==> src/rtl/lrc_pkg.sv <==
package lrc_pkg;
  typedef enum logic [1:0] {
    M_LP_RX     = 2'd0,
    M_HS_RX     = 2'd1,
    M_LP_TX     = 2'd2,
    M_WAIT_STOP = 2'd3
  } lane_mode_e;
endpackage

==> src/rtl/lrc_sync.sv <==
// Shift-register synchronizer / delay line, STAGES deep (STAGES >= 2).
module lrc_sync #(
  parameter int          W       = 2,
  parameter int          STAGES  = 2,
  parameter logic [W-1:0] RST_VAL = '0
) (
  input  logic         clk,
  input  logic         rst,
  input  logic [W-1:0] d,
  output logic [W-1:0] q
);
  logic [STAGES-1:0][W-1:0] chain;

  always_ff @(posedge clk) begin
    if (rst) begin
      for (int i = 0; i < STAGES; i++) chain[i] <= RST_VAL;
    end else begin
      chain[0] <= d;
      for (int i = 1; i < STAGES; i++) chain[i] <= chain[i-1];
    end
  end

  assign q = chain[STAGES-1];
endmodule

==> src/rtl/lrc_watchdog.sv <==
// Saturating cycle counter held at zero while clr is high.
module lrc_watchdog #(
  parameter int CNT_W = 16
) (
  input  logic             clk,
  input  logic             rst,
  input  logic             clr,
  input  logic             run,
  input  logic [CNT_W-1:0] limit,
  output logic             hit
);
  logic [CNT_W-1:0] cnt;

  always_ff @(posedge clk) begin
    if (rst || clr)        cnt <= '0;
    else if (run && !hit)  cnt <= cnt + 1'b1;
  end

  assign hit = (cnt == limit);

  // leaving the monitored mode leaves the counter at zero
  p_clear_zero_r11: assert property (@(posedge clk) disable iff (rst)
    clr |=> (cnt == '0));
endmodule

==> src/rtl/lrc_contention.sv <==
// Drive-versus-sense comparison per line, with onset pulses.
module lrc_contention #(
  parameter int LINES  = 2,
  parameter int STAGES = 2
) (
  input  logic             clk,
  input  logic             rst,
  input  logic             chk_en,
  input  logic [LINES-1:0] drv_lvl,
  input  logic [LINES-1:0] sns_s,
  output logic             high_pulse,
  output logic             low_pulse
);
  logic [LINES:0]   dly_q;
  logic             en_d;
  logic [LINES-1:0] drv_d;
  logic [LINES-1:0] hi_line, lo_line;
  logic             hi_cond, lo_cond, hi_q, lo_q;

  // align drive side with the synchronized sense side
  lrc_sync #(.W(LINES+1), .STAGES(STAGES), .RST_VAL('0)) u_dly (
    .clk(clk), .rst(rst), .d({chk_en, drv_lvl}), .q(dly_q)
  );
  assign en_d  = dly_q[LINES];
  assign drv_d = dly_q[LINES-1:0];

  for (genvar g = 0; g < LINES; g++) begin : g_line
    assign hi_line[g] = en_d &  drv_d[g] & ~sns_s[g];
    assign lo_line[g] = en_d & ~drv_d[g] &  sns_s[g];
  end

  assign hi_cond = |hi_line;
  assign lo_cond = |lo_line;

  always_ff @(posedge clk) begin
    if (rst) begin
      hi_q <= 1'b0; lo_q <= 1'b0;
      high_pulse <= 1'b0; low_pulse <= 1'b0;
    end else begin
      hi_q <= hi_cond;
      lo_q <= lo_cond;
      high_pulse <= hi_cond & ~hi_q;
      low_pulse  <= lo_cond & ~lo_q;
    end
  end

  // a high fault is a single-cycle pulse per onset
  p_high_single_r8: assert property (@(posedge clk) disable iff (rst)
    high_pulse |=> !high_pulse);
  // a low fault is a single-cycle pulse per onset
  p_low_single_r9: assert property (@(posedge clk) disable iff (rst)
    low_pulse |=> !low_pulse);
  // no fault reported without an aligned enable
  p_gated_r10: assert property (@(posedge clk) disable iff (rst)
    !en_d |=> (!high_pulse && !low_pulse));
endmodule

==> src/rtl/lane_recovery_ctrl.sv <==
module lane_recovery_ctrl
  import lrc_pkg::*;
#(
  parameter int CNT_W       = 16,
  parameter int LINES       = 2,
  parameter int SYNC_STAGES = 2
) (
  input  logic             clk,
  input  logic             rst,
  input  logic             bidir,
  input  logic             hs_req,
  input  logic             eot,
  input  logic             tx_req,
  input  logic [CNT_W-1:0] hrx_limit,
  input  logic [CNT_W-1:0] ltx_limit,
  input  logic [LINES-1:0] drv_lvl,
  input  logic [LINES-1:0] sns_lvl,
  output logic [1:0]       lane_mode,
  output logic             lp_rx_forced,
  output logic             hrx_timeout,
  output logic             ltx_timeout,
  output logic             recov_err,
  output logic             lp_high_fault,
  output logic             lp_low_fault
);
  lane_mode_e       state, nxt;
  logic [LINES-1:0] sns_s;
  logic             stop_seen;
  logic             hrx_hit, ltx_hit;
  logic             hrx_n, ltx_n, err_n;

  lrc_sync #(.W(LINES), .STAGES(SYNC_STAGES), .RST_VAL('0)) u_sns (
    .clk(clk), .rst(rst), .d(sns_lvl), .q(sns_s)
  );
  assign stop_seen = &sns_s;

  lrc_watchdog #(.CNT_W(CNT_W)) u_hrx_wd (
    .clk(clk), .rst(rst), .clr(state != M_HS_RX), .run(state == M_HS_RX),
    .limit(hrx_limit), .hit(hrx_hit)
  );

  lrc_watchdog #(.CNT_W(CNT_W)) u_ltx_wd (
    .clk(clk), .rst(rst), .clr(state != M_LP_TX), .run(state == M_LP_TX),
    .limit(ltx_limit), .hit(ltx_hit)
  );

  lrc_contention #(.LINES(LINES), .STAGES(SYNC_STAGES)) u_cont (
    .clk(clk), .rst(rst), .chk_en(bidir && (state == M_LP_TX)),
    .drv_lvl(drv_lvl), .sns_s(sns_s),
    .high_pulse(lp_high_fault), .low_pulse(lp_low_fault)
  );

  always_comb begin
    nxt   = state;
    hrx_n = 1'b0;
    ltx_n = 1'b0;
    err_n = 1'b0;
    unique case (state)
      M_LP_RX: begin
        if (hs_req)      nxt = M_HS_RX;
        else if (tx_req) nxt = M_LP_TX;
      end
      M_HS_RX: begin
        if (eot) nxt = M_LP_RX;
        else if (hrx_hit) begin
          nxt   = M_WAIT_STOP;
          hrx_n = 1'b1;
        end
      end
      M_LP_TX: begin
        if (!tx_req) nxt = M_LP_RX;
        else if (ltx_hit) begin
          nxt   = M_WAIT_STOP;
          ltx_n = 1'b1;
        end
      end
      M_WAIT_STOP: begin
        if (stop_seen) begin
          nxt   = M_LP_RX;
          err_n = 1'b1;
        end
      end
      default: nxt = M_LP_RX;
    endcase
  end

  always_ff @(posedge clk) begin
    if (rst) begin
      state        <= M_LP_RX;
      lp_rx_forced <= 1'b0;
      hrx_timeout  <= 1'b0;
      ltx_timeout  <= 1'b0;
      recov_err    <= 1'b0;
    end else begin
      state        <= nxt;
      lp_rx_forced <= (nxt == M_WAIT_STOP);
      hrx_timeout  <= hrx_n;
      ltx_timeout  <= ltx_n;
      recov_err    <= err_n;
    end
  end

  assign lane_mode = state;

  // end-of-transmission beats the expiry
  p_eot_wins_r4: assert property (@(posedge clk) disable iff (rst)
    (state == M_HS_RX && eot) |=> (state == M_LP_RX && !hrx_timeout));
  // an expiry pulse comes with the forced wait
  p_hrx_forces_r3: assert property (@(posedge clk) disable iff (rst)
    hrx_timeout |-> (lp_rx_forced && state == M_WAIT_STOP));
  // a drop of the transmit request beats the expiry
  p_drop_wins_r5: assert property (@(posedge clk) disable iff (rst)
    (state == M_LP_TX && !tx_req) |=> (state == M_LP_RX && !ltx_timeout));
  // wait-for-Stop is left only through Stop
  p_wait_hold_r6: assert property (@(posedge clk) disable iff (rst)
    (state == M_WAIT_STOP && !stop_seen) |=> (state == M_WAIT_STOP && lp_rx_forced));
  // Stop ends the recovery with an error pulse
  p_stop_err_r7: assert property (@(posedge clk) disable iff (rst)
    (state == M_WAIT_STOP && stop_seen) |=> (recov_err && !lp_rx_forced));
  // timeout and recovery pulses never coincide
  p_pulse_excl_r7: assert property (@(posedge clk) disable iff (rst)
    $onehot0({hrx_timeout, ltx_timeout, recov_err}));
endmodule

==> config.mk <==
export PLATFORM = sky130hd
export DESIGN_NAME = lane_recovery_ctrl
export DESIGN_NICKNAME = d
export VERILOG_FILES = /design/src/rtl/lrc_pkg.sv /design/src/rtl/lrc_sync.sv /design/src/rtl/lrc_watchdog.sv /design/src/rtl/lrc_contention.sv /design/src/rtl/lane_recovery_ctrl.sv
export SDC_FILE = /design/constraint.sdc
export NUM_CORES = 1
export LEC_CHECK = 0
export BUFFER_PORTS_ARGS = -buffer_cell sky130_fd_sc_hd__buf_2
export CORE_ASPECT_RATIO = 0.9
export CORE_MARGIN = 2
export CORE_UTILIZATION = 55
export DETAILED_ROUTE_END_ITERATION = 8
export GPL_ROUTABILITY_DRIVEN = 0
export GPL_TIMING_DRIVEN = 1
export MAX_ROUTING_LAYER = met4
export PLACE_DENSITY = 0.79
export SLEW_MARGIN = 15
export SYNTH_ARGS = -nofsm -noshare
export SYNTH_HDL_FRONTEND = slang
export SYNTH_SLANG_ARGS = --single-unit
export TNS_END_PERCENT = 10
==> constraint.sdc <==
create_clock -name clk -period 1.9 [get_ports clk]
set_input_delay 0.095 -clock clk [delete_from_list [all_inputs] [get_ports clk]]
set_output_delay 0.095 -clock clk [all_outputs]
set_load 0.02 [all_outputs]
Word level (Yosys, flattened, before mapping)
Cells that the tools add are included. W data, S select, Z words.

Register bits: 52. Bits in latches: 0. RAM bits: 0. ROM bits: 0. Input port bits: 42. Output and inout port bits: 8. Word-level logic and storage cells: 70. Memories: 0.

Add/sub/neg operators: 2. Multipliers: 0. Div/mod/pow operators: 0. Order comparisons: 0. Equal/unequal tests: 8. Shifts and indexed selects: 0. Muxes and demuxes: 11. Bitwise operators: 20. Reduce and logical (&&, ||, !) cells: 14.

Operator list (count): $add A16 B1 Y16 const B (2); $eq A16 B16 Y1 (2); $mux W2 (7); $and A1 B1 Y1 (10); $not A1 Y1 (10); $pmux W2 S4 (1); $eq A2 B2 Y1 const B (3); $reduce_or A2 Y1 (3); $reduce_or A3 Y1 (2); $logic_and A1 B1 Y1 (3); $mux W1 (3); $eq A2 B1 Y1 const B (1); $logic_not A1 Y1 (2); $logic_not A2 Y1 (1); $logic_or A1 B1 Y1 (2); $ne A2 B1 Y1 const B (1); $ne A2 B2 Y1 const B (1); $reduce_and A2 Y1 (1).

Depth between registers and ports, before layout
Gate-level depths: netlist (run 1).

Depth after elaboration: 5. Mapped depth: 7. Mapped depth without buffers: 6.

By module
From an unflattened synthesis (run 1), not the netlist that was laid out.

Cells, all modules: 302. Area total of the unflattened synthesis: 2698.8 um^2.

By module, submodules not included: lrc_watchdog (times used 2, cells an instance 119, area each 996.0 um^2, sequential area each 320.3 um^2); lane_recovery_ctrl (times used 1, cells an instance 26, area each 257.7 um^2, sequential area each 120.1 um^2); lrc_sync (u_cont.u_dly) (times used 1, cells an instance 15, area each 180.2 um^2, sequential area each 120.1 um^2); lrc_contention (times used 1, cells an instance 13, area each 148.9 um^2, sequential area each 80.1 um^2); lrc_sync (u_sns) (times used 1, cells an instance 10, area each 120.1 um^2, sequential area each 80.1 um^2).

Worst setup path after synthesis (run 1)
OpenSTA, ideal clock, no wires.

Path type: register to register. Start point: register state[1] (netlist: lane_mode[1]). End point: register u_ltx_wd.cnt[7]. Setup time: 0.060 ns. Arrival: 1.665 ns. Required time: 1.840 ns. Path slack: 0.176 ns. Stages on the path, launching flop included: 6. Buffers on the path: 1. Period minus slack after synthesis: 1.724 ns. Cells stage by stage: dfxtp_1 -> inv_2 -> or3_1 -> clkbuf_2 -> or4_1 -> nand2_1.

Word-level cells in the longest chain between the ends: 2. Elaborated cells on any way between the ends: 4. Those cells by class: eq/ne (2); reduce/logical (2).

Ends and longest elaborated chain: start, declared (RTL line lane_recovery_ctrl.sv:26) `lane_mode_e state, nxt;`; start signal, assigned (RTL line lane_recovery_ctrl.sv:95) `state <= nxt;`; $eq A2 B2 Y1 / $ne A2 B2 Y1 (equally long branches) (RTL line lane_recovery_ctrl.sv:43) `.clk(clk), .rst(rst), .clr(state != M_LP_TX), .run(state == M_LP_TX),`; $logic_and A1 B1 Y1 / $logic_or A1 B1 Y1 (equally long branches) (RTL line lrc_watchdog.sv:16, lrc_watchdog.sv:15); end signal, assigned (RTL line lrc_watchdog.sv:16) `else if (run && !hit) cnt <= cnt + 1'b1;`; end, declared (RTL line lrc_watchdog.sv:12) `logic [CNT_W-1:0] cnt;`.

Parallel ways exist; a longest one is shown, timed or not. A chain may end at the register's enable or synchronous reset.

Worst setup path in the final report (run 1)
Start point: register u_ltx_wd.cnt[3]. End point: register u_ltx_wd.cnt[15].

Word-level cells in the longest chain between the ends: 3. Elaborated cells on any way between the ends: 4. Those cells by class: add/sub (1); eq/ne (1); reduce/logical (2).

Ends and longest elaborated chain: parallel branches: the longest is 3 deep, another holds $add A16 B1 Y16.

Several ways; the timed one is not identified.

==> impl_metrics.py, run 1 <==
metrics = {
    "outcome": {
        "outcome": "completed",
    },
    "synthesis": {
        "synthFlopType": "dfxtp_1",
        "post-synth-top-area-cell": "dfxtp_1",
        "yosysMostFrequentCell": "dfxtp_1",
        "synthArstFlopShare": 0,
        "synth_edf_count": 0,
        "synthesis.yosys.warnings": 0,
        "synthTopCellsByArea": "dfxtp_1 40%, xnor2_1 11%, a21oi_1 4.8%",
        "yosys-top-cells-count": "52 x dfxtp_1, 32 x xnor2_1, 25 x a21oi_1",
        "synth_seq_cells": 52,
        "syn_area_per_cell_um2": 8.93,
        "synth_top_cell_area_share": 0.403,
        "ys_seq_area_frac": 0.403,
        "syn-num-nets": 333,
        "syn_inst": 289,
        "synth_cell_types": 40,
        "synth_area_mm2": 0.00258,
    },
    "drt": {
        "drcViolationCount": 0,
        "wire_per_inst_um": 13.4,
        "via_per_inst": 5.56,
        "ant_nets": 0,
        "drt_wl_total_mm": 5.51,
        "num_vias": 2278,
        "drtIter0Drc": 112,
        "first_pass_iters": 4,
    },
    "hold_path": {
        "min_path_type": "in -> reg",
        "min_from": "tx_req",
        "hold_depth": 2,
        "hold_end": "ltx_timeout",
    },
    "power": {
        "swShare": 0.252,
        "worst_ir_drop_vdd_mv": 0.565,
        "clock_power_share": 0.346,
        "powerDensity_mw_per_mm2": 646,
        "p_int_mw": 1.48,
        "p_seq_frac": 0.566,
        "p_leak_nw": 1.08,
        "netSwitchingPower_mw": 0.497,
        "p_comb_frac": 0.088,
    },
    "worst_setup_path": {
        "crit_path_end_kind": "flip-flop",
        "slowest_stage": "dfxtp_1",
        "cp_num_buf_inv": 0,
        "r2r_cells": 5,
        "path_max_fanout": 7,
        "crit_family": "simple AND/OR/NAND/NOR gates",
        "arrival_ps": 2000,
        "cp.required_ps": 2150,
        "path_class": "reg -> reg",
        "r2r-start": "u_ltx_wd.cnt[3]",
        "crit_chain": "nand3_1, nor3_4, nand2_1, or4_1, a21oi_1",
        "reg2reg_slack_ps": 150,
        "worstReg2RegEnd": "u_ltx_wd.cnt[15]",
        "crit_path_start_kind": "flip-flop",
        "max_stage_delay_ps": 470,
    },
    "timing": {
        "finalClockSkew_ps": 8.68,
        "worstMarginPinSlew_ps": 638,
        "worst_slack_ps": 150,
        "holdWs_ps": 43.3,
        "finalSetupViolCount": 0,
        "relSlewSlack": 0.572,
        "layout_worst_path_cycle_share": 0.921,
        "tns_ps": 0,
        "slew_viol_final": 0,
        "grt_setup_unrepaired": "false",
        "period_needed_ps": 1750,
        "max_freq_mhz": 571,
        "hold_viol": 0,
    },
    "cts": {
        "cts_sinks": 52,
        "clk_latency_ps": 310,
        "cts_buffer_depth": 2,
        "ctsRootBufferMaster": "clkbuf_8",
        "htreeDepth": 2,
        "clk_pin_slew_ps": 100,
        "cts_setup_buffers": 0,
        "cts_buffers": 5,
        "cts_tree": "done",
    },
    "floorplanning": {
        "start_util": 0.575,
        "io_pins": 50,
        "die_h_um": 69.0,
        "fp.dieW_um": 76.2,
        "die-area_mm2": 0.00526,
        "placementRows": 23,
        "core_mm2": 0.00449,
    },
    "placed_design": {
        "dpl.hpwl_mm": 3.95,
        "portBuffers": 49,
        "place_area_mm2": 0.00288,
        "preCtsSetupSlack_ps": 165,
    },
    "grt": {
        "grt_pass1_vias": 2042,
        "grt_antenna_before_repair": 0,
        "grt_pass1_wl_mm": 9.16,
        "gr-usage-all-layers": 0.225,
        "grt.overflow.total": 0,
        "grt_max_degree": 33,
    },
    "final_layout": {
        "drive_above_1_share": 0.204,
        "post-route-cell-area_mm2": 0.00305,
        "antennaDiodeCount": 0,
        "syn_to_final_growth_pct": 18.3,
        "fin_nets": 391,
    },
    "job": {
        "cap_viol_max_count": 0,
    },
}
==> placed cells by master, fill, tap and decap left out, types with 4 or more instances in the layout <==
cell type      instances
a21oi_1               25
and3_1                 4
buf_2                 49
buf_4                  5
clkbuf_8               5
dfxtp_1               52
dlygate4sd3_1          6
inv_1                  7
nand2_1               19
nand3_1               14
nand4_1               12
nor2_1                11
nor2b_1               11
nor3_1                 4
o211ai_1               5
o21ai_0               16
o31ai_1                7
or3_1                 18
or4_1                 12
xnor2_1               32
==> area by class of cell <==
class                           count  area, um2
Fill cell                         377       1440
Multi-Input combinational cell    218       1420
Sequential cell                    52       1040
Timing Repair Buffer               62        383
Tap cell                           62       77.6
Clock buffer                        5       68.8
Inverter                            8       30.0
Clock inverter                      3       28.8
==> per-stage QoR <==
step | util | instances | power [mW]
final | 0.680 | 410 | 1.97
after global placement | 0.642 | 396 | 1.30
after global routing | 0.680 | 410 | 2.05
after CTS | 0.677 | 410 | 1.99
after detailed placement | 0.642 | 396 | 1.30
after floorplan | - | 289 | 1.23
==> how the worst max path moves through the flow <==
stage	startpoint	endpoint	slack (ps)	depth (start not counted)
3_5_place_dp	u_ltx_wd.cnt[0]	u_ltx_wd.cnt[1]	160	6
5_1_grt	u_ltx_wd.cnt[0]	u_ltx_wd.cnt[1]	10	6
6_report	u_ltx_wd.cnt[3]	u_ltx_wd.cnt[15]	150	5
2_1_floorplan	lane_mode[1]	u_ltx_wd.cnt[7]	180	5
4_1_cts	u_ltx_wd.cnt[0]	u_ltx_wd.cnt[10]	140	6
3_3_place_gp	u_ltx_wd.cnt[3]	u_ltx_wd.cnt[15]	250	5
==> flip-flops by register name (all words and copies together), names as in the netlist <==
signal	cells
u_cont.hi_q	1
u_cont.u_dly.chain	3
lane_mode	2
ltx_timeout	1
u_hrx_wd.cnt	16
u_sns.q	2
u_sns.chain	2
u_cont.low_pulse	1
u_cont.lo_q	1
lp_rx_forced	1
u_cont.u_dly.q	3
recov_err	1
u_ltx_wd.cnt	16
u_cont.high_pulse	1
hrx_timeout	1
==> layer usage <==
metal,track usage,part of all wire,vias up
met5,-,0,-
met4,0.0955,0.013,0
met3,0.0378,0.042,8
met2,0.368,0.48,54
met1,0.283,0.46,1051
li1,-,-,1165
==> power by group through the flow <==
stage	clock network (mW)	registers, mW	logic (mW)
after floorplan	0	1.14	0.0839
after global placement	0	1.14	0.158
after detailed placement	0	1.14	0.162
after CTS	0.699	1.12	0.173
after global routing	0.734	1.12	0.192
final	0.682	1.12	0.173
==> kinds of logic (layout without fill, tap and decap cells) <==
| family | Yosys count | in the layout | synth area share |
|---|---|---|---|
| adder cells (fa/ha/maj) | 2 | 2 | 0.00970 |
| multiplexers | 2 | 2 | 0.00776 |
| AO/OA/AOI/OAI | 60 | 60 | 0.132 |
| flip-flops | 52 | 52 | 0.403 |
| AND/OR/NAND/NOR | 120 | 120 | 0.282 |
| XOR/XNOR | 34 | 34 | 0.115 |
| buffers and inverters | 19 | 78 | 0.0495 |
==> repair_timing <==
| action | CTS | global route |
|---|---|---|
| endpoints found under the setup margin | 0 | 3 |
| hold buffers | 6 | 0 |
| hold endpoints to repair | 6 | 0 |
| resized for setup | 0 | 2 |
No activity file was read; power rests on OpenSTA's default activity.
==> inputs of run 2 (changes only) <==
- CORE_UTILIZATION: 55 -> 57
- PLACE_DENSITY: 0.79 -> 0.82
- clock period: 1.9 -> 2.3 ns (I/O delays scaled with it)
==> run 2 against run 1 <==
Net effect:
- design area fell by 3.3%
- clock skew rose by 2.9 ps
- final cell count fell by 1.7%
- wire length fell by 3.0%
- hold slack got worse by 39 ps
- clock power fell by 18%
- highest routed layer unchanged
- critical path type unchanged
- clock-buffer cell count did not move
- global-route usage rose by 0.33 points
==> impl_metrics.py, run 2 (same netlist as run 1, synthesis figures left out) <==
metrics = {
    "drt": {
        "via_per_inst": 5.64,
        "drtIter0Drc": 202,
        "drcViolationCount": 0,
        "first_pass_iters": 5,
        "wire_per_inst_um": 13.3,
        "drt_wl_total_mm": 5.35,
        "ant_nets": 0,
        "num_vias": 2274,
    },
    "worst_setup_path": {
        "crit_chain": "nand3_1, nor3_2, nand2_1, or4_1, a21oi_1",
        "crit_path_start_kind": "flip-flop",
        "crit_family": "simple AND/OR/NAND/NOR gates",
        "reg2reg_slack_ps": 530,
        "arrival_ps": 2010,
        "r2r-start": "u_ltx_wd.cnt[3]",
        "worstReg2RegEnd": "u_ltx_wd.cnt[15]",
        "cp.required_ps": 2540,
        "path_max_fanout": 7,
        "max_stage_delay_ps": 480,
        "r2r_cells": 5,
        "cp-startpoint": "u_ltx_wd.cnt[3]",
        "cp_num_buf_inv": 0,
        "path_class": "reg -> reg",
        "slowest_stage": "or4_1",
        "crit_path_end_kind": "flip-flop",
    },
    "final_layout": {
        "reg_top3": "u_hrx_wd.cnt (16), u_ltx_wd.cnt (16)",
        "layout_commonest_cell": "dfxtp_1",
        "antennaDiodeCount": 0,
        "layout.area.seq_mm2": 0.00104,
        "syn_to_final_growth_pct": 14.5,
        "post-route-cell-area_mm2": 0.00295,
        "fin_nets": 384,
        "final_cell_mix": "52 x dfxtp_1, 49 x buf_2, 32 x xnor2_1, 25 x a21oi_1, 19 x nand2_1",
        "multiInputGateArea_mm2": 0.00141,
        "num-fill-cells": 378,
        "drive_above_1_share": 0.199,
    },
    "timing": {
        "period_needed_ps": 1770,
        "finalClockSkew_ps": 11.6,
        "worstMarginPinSlew_ps": 629,
        "hold_viol": 0,
        "max_freq_mhz": 564,
        "slew_viol_final": 0,
        "relSlewSlack": 0.577,
        "layout_worst_path_cycle_share": 0.771,
        "grt_setup_unrepaired": "false",
        "holdWs_ps": 4.56,
        "tns_ps": 0,
        "finalSetupViolCount": 0,
    },
    "placed_design": {
        "portBuffers": 49,
        "place_area_mm2": 0.00284,
        "dpl.hpwl_mm": 3.81,
    },
    "cts": {
        "cts_buffers": 5,
        "cts_setup_buffers": 0,
        "cts_sinks": 52,
        "ctsRootBufferMaster": "clkbuf_8",
        "cts_tree": "done",
        "cts_buffer_depth": 2,
        "clk_latency_ps": 310,
        "clk_pin_slew_ps": 110,
        "htreeDepth": 2,
    },
    "hold_path": {
        "hold_depth": 2,
        "min_path_type": "in -> reg",
        "min_from": "drv_lvl[1]",
        "hold_end": "u_cont.u_dly.chain[1]",
    },
    "floorplanning": {
        "die_h_um": 67.8,
        "core_mm2": 0.00440,
        "fp.dieW_um": 74.9,
        "placementRows": 23,
        "die-area_mm2": 0.00508,
        "start_util": 0.586,
        "io_pins": 50,
    },
    "power": {
        "swShare": 0.250,
        "worst_ir_drop_vdd_mv": 0.499,
        "powerDensity_mw_per_mm2": 546,
        "netSwitchingPower_mw": 0.403,
        "clock_power_share": 0.347,
        "p_int_mw": 1.21,
        "p_seq_frac": 0.574,
        "p_leak_nw": 1.03,
        "p_comb_frac": 0.080,
    },
    "grt": {
        "gr-usage-all-layers": 0.228,
        "grt_pass1_wl_mm": 8.80,
        "grt.overflow.total": 0,
        "grt_antenna_before_repair": 0,
        "grt_pass1_vias": 2003,
        "grt_max_degree": 33,
    },
    "outcome": {
        "outcome": "completed",
    },
    "job": {
        "cap_viol_max_count": 0,
    },
}
==> run 2: worst max-delay path by stage <==
stage	to	slack (ps)	cells after the start
finish	u_ltx_wd.cnt[15]	530	5
global route	u_hrx_wd.cnt[3]	360	6
CTS	u_ltx_wd.cnt[15]	530	5
detailed placement	u_ltx_wd.cnt[15]	560	5
global placement	u_hrx_wd.cnt[5]	610	6
floorplan	u_ltx_wd.cnt[7]	580	5
==> run 2: routing by layer <==
layer	track usage	up-vias	part of all wire
met3	0.0457	2	0.050
met1	0.311	1059	0.48
met4	0.0647	0	0.0050
met5	-	-	0
li1	-	1151	-
met2	0.346	62	0.47
==> run 2: power by group through the flow <==
stage               sequential (mW)  clock (mW)  combinational, mW
CTS                           0.925       0.567              0.129
finish                        0.925       0.559              0.129
global route                  0.927       0.606              0.142
detailed placement            0.946           0              0.126
global placement              0.946           0              0.122
floorplan                     0.945           0             0.0693
==> run 2: cell type report <==
type | instances | share of cell area
Tap cell | 62 | 0.0263
Clock inverter | 3 | 0.00975
Timing Repair Buffer | 55 | 0.100
Clock buffer | 5 | 0.0233
Multi-Input combinational cell | 218 | 0.478
Inverter | 8 | 0.0102
Sequential cell | 52 | 0.353
==> run 2: repair_timing <==
action,in CTS,in global routing
hold buffers,2,0
endpoints found under the hold margin,2,0
resized for setup,0,0
==> run 2: through the flow <==
stage                     std cells  setup WS [ps]  power (mW)  utilization
after floorplan                 289            576        1.01            -
after detailed placement        393            558        1.07        0.644
after CTS                       403            529        1.62        0.671
after global routing            403            362        1.68        0.671
after global placement          393            609        1.07        0.644
final                           403            527        1.61        0.671
==> inputs of run 3 (changes only) <==
- CORE_UTILIZATION: 57 -> 55
- PLACE_DENSITY: 0.82 -> 0.79
- clock period: 2.3 -> 1.7 ns (I/O delays scaled with it)
==> run 3 against run 2 <==
Net effect:
- sequential share of layout area is 1.9 points lower
- non-clock buffer count rose by 22
- clock skew decreased by 0.81 ps
==> impl_metrics.py, run 3 (same netlist as run 1, synthesis figures left out) <==
metrics = {
    "power": {
        "p_comb_frac": 0.091,
        "clock_power_share": 0.336,
        "swShare": 0.246,
        "p_seq_frac": 0.573,
        "worst_ir_drop_vdd_mv": 0.461,
        "netSwitchingPower_mw": 0.533,
        "p_leak_nw": 1.16,
        "p_int_mw": 1.64,
        "powerDensity_mw_per_mm2": 679,
    },
    "cts": {
        "clk_pin_slew_ps": 100,
        "ctsRootBufferMaster": "clkbuf_8",
        "cts_buffer_depth": 2,
        "htreeDepth": 2,
        "cts_sinks": 52,
        "cts_tree": "done",
        "cts_buffers": 5,
        "clk_latency_ps": 310,
    },
    "grt": {
        "grt_pass1_vias": 2128,
        "grt_pass1_wl_mm": 9.33,
        "grt.overflow.total": 0,
        "grt_util_met2": 0.378,
        "grt_util_met1": 0.287,
        "gr-usage-all-layers": 0.226,
        "grt-busiest-layer": "met2",
        "met3_usage": 0.0469,
        "grt_antenna_before_repair": 0,
        "grt_max_degree": 33,
    },
    "outcome": {
        "outcome": "completed",
    },
    "floorplanning": {
        "start_util": 0.575,
        "io_pins": 50,
        "placementRows": 23,
        "fp.dieW_um": 76.2,
        "die-area_mm2": 0.00526,
        "core_mm2": 0.00449,
        "die_h_um": 69.0,
    },
    "timing": {
        "finalSetupViolCount": 0,
        "period_needed_ps": 1700,
        "hold_viol": 0,
        "relSlewSlack": 0.696,
        "max_freq_mhz": 589,
        "layout_worst_path_cycle_share": 0.999,
        "worstMarginPinSlew_ps": 454,
        "grt_setup_unrepaired": "true",
        "slew_viol_final": 0,
        "finalClockSkew_ps": 10.8,
    },
    "drt": {
        "via_per_inst": 5.54,
        "ant_nets": 0,
        "drt_wl_total_mm": 5.67,
        "num_vias": 2356,
        "wire_per_inst_um": 13.3,
        "drtIter0Drc": 168,
        "drcViolationCount": 0,
        "first_pass_iters": 5,
    },
    "final_layout": {
        "fin_cells": 425,
        "drive_above_1_share": 0.306,
        "layout_commonest_cell": "buf_2",
        "utilization": 0.713,
        "final_cell_mix": "49 x buf_2, 32 x dfxtp_1, 31 x xnor2_1, 21 x a21oi_1, 20 x buf_4",
        "fin_nets": 406,
        "reg_top3": "u_hrx_wd.cnt (16), u_ltx_wd.cnt (16)",
        "syn_to_final_growth_pct": 24.1,
        "antennaDiodeCount": 0,
    },
    "worst_setup_path": {
        "crit_path_start_kind": "flip-flop",
        "arrival_ps": 1930,
        "cp.required_ps": 1930,
        "path_max_fanout": 32,
        "path_class": "reg -> reg",
        "crit_path_end_kind": "flip-flop",
    },
    "placed_design": {
        "place_inst": 410,
        "portBuffers": 49,
        "dpl.hpwl_mm": 4.12,
    },
    "hold_path": {
        "min_path_type": "in -> reg",
    },
    "job": {
        "cap_viol_max_count": 0,
    },
}
==> run 3: cell count changes in the layout (fill, tap and decap cells not counted), sizes merged <==
cell	delta
buf	+18
dlygate4sd3	+4
clkinv	+2
inv	-2
==> run 3: worst paths after layout <==
check,from,to,slack (ps),cells after the start
worst min register to register,u_cont.hi_q,u_cont.high_pulse,400,1
worst max-delay path,u_hrx_wd.cnt[14],u_hrx_wd.cnt[14],1,6
worst max register to register,u_hrx_wd.cnt[14],u_hrx_wd.cnt[14],1,6
worst min-delay path,tx_req,ltx_timeout,40,2
==> run 3: power by group through the flow <==
stage          logic [mW]  clock network, mW  registers, mW
2_1_floorplan      0.0938                  0           1.28
3_3_place_gp        0.179                  0           1.27
3_5_place_dp        0.185                  0           1.28
4_1_cts             0.196              0.751           1.25
5_1_grt             0.218              0.800           1.25
6_report            0.198              0.729           1.25
==> run 3: through the flow <==
step                      hold WS (ps)  area (um2)  power, mW  setup TNS (ps)  worst slack [ps]
final                             37.0        3200       2.17               0              1.12
after global routing              41.8        3200       2.27           -1180              -125
after CTS                         31.8        3150       2.19               0              21.4
after detailed placement           292        2990       1.46               0              9.22
after global placement             291        2990       1.45               0              68.8
after floorplan                    157        2580       1.37               0              7.15
==> run 3: metal layers <==
layer / vias up / part of all wire
met5: - / 0
met4: 0 / 0.013
met3: 8 / 0.041
met2: 65 / 0.46
met1: 1083 / 0.48
li1: 1200 / -
==> run 3: layout make-up <==
| cell class | count | area [um2] |
|---|---|---|
| Clock inverter | 3 | 26.3 |
| Inverter | 8 | 30.0 |
| Timing Repair Buffer | 77 | 495 |
| Tap cell | 62 | 77.6 |
| Clock buffer | 5 | 68.8 |
| Sequential cell | 52 | 1070 |
| Fill cell | 362 | 1290 |
| Multi-Input combinational cell | 218 | 1430 |
==> run 3: worst max-delay path, cell delays in order (launching register included) <==
cell     delay [ps]
dfxtp_1         410
xnor2_1          90
nand4_1         180
nor4_4           60
buf_12          160
or4b_1          540
a21oi_2         180
==> run 3: timing repair <==
item,CTS,global route
setup endpoints to repair,2,27
pin swaps,0,4
gates resized for setup,3,22
buffers inserted,0,1
endpoints found under the hold margin,6,0
hold buffers,6,0
